<file path="config.mk">
export PLATFORM = sky130hd
export DESIGN_NAME = vint_maint_gen
export DESIGN_NICKNAME = d
export VERILOG_FILES = /design/src/rtl/vint_maint_pkg.sv /design/src/rtl/vint_ctrl.sv /design/src/rtl/vint_regs.sv /design/src/rtl/vint_cond.sv /design/src/rtl/vint_maint_gen.sv
export SDC_FILE = /design/constraint.sdc
export NUM_CORES = 1
export LEC_CHECK = 0
export ABC_AREA = 1
export BUFFER_PORTS_ARGS = -buffer_cell sky130_fd_sc_hd__buf_2
export CAP_MARGIN = 5
export CORE_ASPECT_RATIO = 1.2
export CORE_MARGIN = 5
export CORE_UTILIZATION = 35
export CTS_CLUSTER_SIZE = 20
export DETAILED_ROUTE_END_ITERATION = 12
export PLACE_DENSITY = 0.83
export SETUP_SLACK_MARGIN = 0.1
export SLEW_MARGIN = 20
export SYNTH_ARGS = -nofsm -noshare
export SYNTH_HDL_FRONTEND = slang
export SYNTH_SLANG_ARGS = --single-unit
</file>
<file path="constraint.sdc">
create_clock -name clk -period 1.4 [get_ports clk]
set_input_delay 0.21 -clock clk [delete_from_list [all_inputs] [get_ports clk]]
set_output_delay 0.21 -clock clk [all_outputs]
set_load 0.02 [all_outputs]
</file>
<file path="src/rtl/vint_maint_pkg.sv">
`timescale 1ns/1ps
package vint_maint_pkg;

  localparam int CTRL_W     = 64;
  localparam int CNT_W      = 5;
  localparam int CNT_LO     = 27;
  localparam int CNT_HI     = CNT_LO + CNT_W - 1;
  localparam int TRAP_W     = 6;
  localparam int TRAP_LO    = 10;
  localparam int SGI_MUTE   = 8;
  localparam int IRQ_CFG_W  = 8;

  localparam logic [1:0] LR_PENDING = 2'b01;
  localparam logic [CNT_W-1:0] CNT_ONE = 1;

  localparam logic [CTRL_W-1:0] WR_MASK =
      ((CTRL_W'(1) << CNT_W) - CTRL_W'(1)) << CNT_LO |
      ((CTRL_W'(1) << TRAP_W) - CTRL_W'(1)) << TRAP_LO |
      (CTRL_W'(1) << SGI_MUTE) |
      ((CTRL_W'(1) << IRQ_CFG_W) - CTRL_W'(1));

  typedef struct packed {
    logic loadWord;
    logic bumpCount;
  } ctrlStrobe_t;

  typedef struct packed {
    logic grp1DisIe;
    logic grp1EnIe;
    logic grp0DisIe;
    logic grp0EnIe;
    logic noPendIe;
    logic lrenpIe;
    logic underIe;
    logic globalEn;
  } irqCfg_t;

endpackage

</file>
<file path="src/rtl/vint_ctrl.sv">
`timescale 1ns/1ps
module vint_ctrl
  import vint_maint_pkg::*;
(
  input  logic        wrEn,
  input  logic        deactStb,
  input  logic        deactNoEntry,
  input  logic        deactIsSgi,
  input  logic        sgiMute,
  output ctrlStrobe_t strobe
);

  logic deactCounts;

  // An orphan deactivation counts unless it is a muted virtual SGI.
  always_comb begin
    deactCounts      = deactStb & deactNoEntry & ~(deactIsSgi & sgiMute);
    strobe.loadWord  = wrEn;
    strobe.bumpCount = deactCounts & ~wrEn;
  end

endmodule

</file>
<file path="src/rtl/vint_regs.sv">
`timescale 1ns/1ps
module vint_regs
  import vint_maint_pkg::*;
(
  input  logic              clk,
  input  logic              rstN,
  input  ctrlStrobe_t       strobe,
  input  logic [CTRL_W-1:0] wrData,
  output logic [CTRL_W-1:0] rdData,
  output irqCfg_t           irqCfg,
  output logic [CNT_W-1:0]  eoiCount,
  output logic              sgiMute
);

  logic [CTRL_W-1:0] ctrlQ;

  always_ff @(posedge clk) begin
    if (!rstN) begin
      ctrlQ <= '0;
    end else if (strobe.loadWord) begin
      ctrlQ <= wrData & WR_MASK;
    end else if (strobe.bumpCount) begin
      ctrlQ[CNT_HI:CNT_LO] <= ctrlQ[CNT_HI:CNT_LO] + CNT_ONE;
    end
  end

  always_comb begin
    rdData   = ctrlQ;
    irqCfg   = irqCfg_t'(ctrlQ[IRQ_CFG_W-1:0]);
    eoiCount = ctrlQ[CNT_HI:CNT_LO];
    sgiMute  = ctrlQ[SGI_MUTE];
  end

endmodule

</file>
<file path="src/rtl/vint_cond.sv">
`timescale 1ns/1ps
module vint_cond
  import vint_maint_pkg::*;
#(
  parameter int NUM_LR = 4
) (
  input  logic                clk,
  input  logic                rstN,
  input  irqCfg_t             irqCfg,
  input  logic [CNT_W-1:0]    eoiCount,
  input  logic [NUM_LR-1:0]   lrValid,
  input  logic [2*NUM_LR-1:0] lrState,
  input  logic                grp0En,
  input  logic                grp1En,
  output logic                maintIrq
);

  localparam int VCNT_W = $clog2(NUM_LR + 1);

  logic [NUM_LR-1:0] pendVec;
  logic [VCNT_W-1:0] validCnt;
  logic              underflow;
  logic              noPend;
  logic              condHit;
  logic              irqD;

  for (genvar i = 0; i < NUM_LR; i++) begin : g_pend
    assign pendVec[i] = (lrState[2*i +: 2] == LR_PENDING);
  end

  always_comb begin
    validCnt = '0;
    for (int i = 0; i < NUM_LR; i++) begin
      validCnt = validCnt + VCNT_W'(lrValid[i]);
    end
  end

  always_comb begin
    underflow = (validCnt <= VCNT_W'(1));
    noPend    = ~|pendVec;
    condHit   = (irqCfg.underIe   & underflow)
              | (irqCfg.lrenpIe   & (|eoiCount))
              | (irqCfg.noPendIe  & noPend)
              | (irqCfg.grp0EnIe  & grp0En)
              | (irqCfg.grp0DisIe & ~grp0En)
              | (irqCfg.grp1EnIe  & grp1En)
              | (irqCfg.grp1DisIe & ~grp1En);
    irqD      = irqCfg.globalEn & condHit;
  end

  always_ff @(posedge clk) begin
    if (!rstN) maintIrq <= 1'b0;
    else       maintIrq <= irqD;
  end

endmodule

</file>
<file path="src/rtl/vint_maint_gen.sv">
`timescale 1ns/1ps
module vint_maint_gen
  import vint_maint_pkg::*;
#(
  parameter int NUM_LR = 4
) (
  input  logic                clk,
  input  logic                rstN,
  input  logic                wrEn,
  input  logic [63:0]         wrData,
  output logic [63:0]         rdData,
  input  logic [NUM_LR-1:0]   lrValid,
  input  logic [2*NUM_LR-1:0] lrState,
  input  logic                grp0En,
  input  logic                grp1En,
  input  logic                deactStb,
  input  logic                deactNoEntry,
  input  logic                deactIsSgi,
  output logic                maintIrq
);

  ctrlStrobe_t        strobe;
  irqCfg_t            irqCfg;
  logic [CNT_W-1:0]   eoiCount;
  logic               sgiMute;

  vint_ctrl u_ctrl (
    .wrEn         (wrEn),
    .deactStb     (deactStb),
    .deactNoEntry (deactNoEntry),
    .deactIsSgi   (deactIsSgi),
    .sgiMute      (sgiMute),
    .strobe       (strobe)
  );

  vint_regs u_regs (
    .clk      (clk),
    .rstN     (rstN),
    .strobe   (strobe),
    .wrData   (wrData),
    .rdData   (rdData),
    .irqCfg   (irqCfg),
    .eoiCount (eoiCount),
    .sgiMute  (sgiMute)
  );

  vint_cond #(.NUM_LR(NUM_LR)) u_cond (
    .clk      (clk),
    .rstN     (rstN),
    .irqCfg   (irqCfg),
    .eoiCount (eoiCount),
    .lrValid  (lrValid),
    .lrState  (lrState),
    .grp0En   (grp0En),
    .grp1En   (grp1En),
    .maintIrq (maintIrq)
  );

endmodule

</file>
==> summary.md <==
| Metric | Value |
|---|---|
| Htree depth | `1` |
| Vias per inst | `4.069` |
| Post-Place Cells | `316` |
| Flops & latches, synth | `21` |
| Io pins | `149` |
| EDFF count, synth | `0` |
| Ys async rst share | `0` |
| Netlist cell types | `20` |
| Tot Pwr | `1486 uW` |
| Standard-cell rows | `25` |
| Post-layout nets | `355` |
| Worst-path clk slew | `0.08 ns` |
| Die height | `79.22 um` |
| Pre-antenna DRT Iters | `4` |
| Total negative setup slack | `0 ns` |
| Mapped Avg Cell Area | `6.752 um2` |
| Crit-path cells | `buf_2` |
| F_max | `858.6 MHz` |
| Count leader, synth | `buf_4` |
| Post-DP Area | `0.001570 mm2` |
| RSZ-0062 raised after global routing | `no` |
| Final non-filler cell area | `0.001619 mm2` |
| Worst Path Required | `1.19 ns` |
| Vias post-DR | `1302` |
| Non-Filler Instances | `320` |
| Routed wire length | `3.224 mm` |
| Worst setup EP type | `primary output` |
| Clock Root Buffer | `clkbuf_8` |
| CTS Sinks | `21` |
| Post-synth top flop | `dfxtp_1` |
| Hold buffer count at cts | `0` |
| Core Footprint | `0.003910 mm2` |
| Max-cap viol count | `0` |
| Final Critical Period | `1.165 ns` |
| Layout filler cell count | `433` |
| CTS tree | `built` |
| Status | `finished clean` |
| CP Class | `reg2out` |
| Residual DRC | `0` |
| Die Wd | `67.69 um` |
| Mapped cell area | `0.001398 mm2` |
| CP max stage delay | `0.47 ns` |
| Layout cells sized above 1 | `0.2820` |
| Mapped Cells | `207` |
| PortBufs | `60` |
| Synthesis warning total | `0` |
| LEAKAGE | `0.0009497 uW` |
| RePlAce Congestion | `0.8307` |
| Initial Utilization | `0.3574` |
| Clk_lat worst skew | `0.26 ns` |
| Max Root-Sink Buffers | `2` |
| Largest net degree at the start of global routing | `19` |
| Register area | `422.9 um2` |
| Cell Pwr Density | `918.1 mW/mm2` |
| Post-DR wirelength/cell | `10.08 um` |
| Area Overhead vs Synth | `15.85%` |
| Global-route wire length before repair | `4.616 mm` |
| Top cells by area, synth | `dfxtp_1, buf_4, nor2_1` |
| Top cell family by delay on the critical path | `flip-flops` |
| Most frequent cells after synthesis | `buf_4, nor2_1, nand2_1` |
| Hold WC Path Type | `in2reg` |
| Slew Limit Fails | `0` |
| Initial antenna violation count | `0` |
| Area of the multi-input gates | `691.9 um2` |
| N_diodes | `0` |
| Drt initial violations | `24` |
| Worst path bufs/invs | `1` |
| Overall routing resource usage | `0.1128` |
| Max VDD drop | `0.3142 mV` |
| Synth top area share | `0.3008` |
| Seq/Total Area, Yosys | `0.3008` |
| CP max-delay cell | `dfxtp_1` |
| Cell taking the most area after synthesis | `dfxtp_1` |
| Die area | `0.005362 mm2` |
| Setup-failing EPs final | `0` |
| TritonCTS buffer count | `3` |
| Overflow after GRT | `0` |
| Worst-path maximum fanout | `7` |
| Ratio of final minimum period to clock period | `0.8319` |
| Post-DP HPWL | `2.617 mm` |
| ANT nets after route | `0` |
| Crit start category | `flop` |
| Vias in the first global route | `1087` |
| Clock Skews | `0.003928 ns` |
| Crit path DAT | `0.95 ns` |
| Final-report hold violation count | `0` |
| Final core utilization | `0.4141` |
routing by layer:
layer / wire, um / GRT usage
met5: 0 / 0
met4: 14 / 0.03651
met3: 344 / 0.02122
met2: 1589 / 0.2035
met1: 1275 / 0.1293
placed cells by master, fill, tap and decap left out, drive strengths merged:
cell,synthesis,layout
nand4,2,2
nand2,36,36
conb,1,44
clkbuf,1,3
o21ai,18,18
a21oi,2,2
buf,49,62
ha,4,4
nor2,45,45
nand3,8,8
dfxtp,21,21
inv,20,20
clkinv,0,1
registers in the layout, summed over array words and instances (netlist names):
| signal | cells |
|---|---|
| u_cond.maintIrq | 1 |
| u_regs.rdData | 20 |
worst paths after layout:
check | start | endpoint | slack (ns) | depth (start not counted)
max reg2reg | u_regs.rdData[27] | u_regs.rdData[31] | 0.29 | 8
min | wrData[4] | u_regs.rdData[4] | 0.17 | 3
min reg2reg | u_regs.rdData[0] | u_cond.maintIrq | 0.45 | 2
max | u_regs.rdData[29] | rdData[29] | 0.24 | 1
cells by family (layout without fill, tap and decap cells):
| logic type | count (synthesis) | in the layout | synth area share |
|---|---|---|---|
| compound gates | 20 | 20 | 0.07162 |
| fa+ha+maj | 4 | 4 | 0.03581 |
| buf+inv | 70 | 86 | 0.3196 |
| flops | 21 | 21 | 0.3008 |
| other cells | 1 | 44 | 0.002683 |
| simple gates | 91 | 91 | 0.2695 |
layout make-up:
class | count | share of cell area
clock buffer | 3 | 0.02550
clock inverter | 1 | 0.003091
inverter | 20 | 0.04637
multi-input combinational | 159 | 0.4274
sequential | 21 | 0.2612
tap | 54 | 0.04173
timing repair buffer | 62 | 0.1947
timing repair:
item,in CTS,in global routing
buffers inserted,0,0
gates resized for setup,0,2
hold endpoints to repair,0,0
endpoints found under the setup margin,0,2
per-stage QoR:
step	hold WS [ns]	setup slack (ns)
after global routing	0.1517	0.1260
after floorplan	0.3449	0.1582
after global placement	0.4317	0.09547
final	0.1651	0.2353
after CTS	0.1596	0.1993
after detailed placement	0.4388	0.08323
power breakdown:
group / switching [uW] / internal (uW) / total [uW] / leakage [uW]
sequential: 33.6 / 640 / 674 / 0.000175
clock: 206 / 198 / 404 / 0.0000255
combinational: 284 / 124 / 409 / 0.000749
total: 524 / 962 / 1490 / 0.000950
No activity file was read; power rests on OpenSTA's default activity.
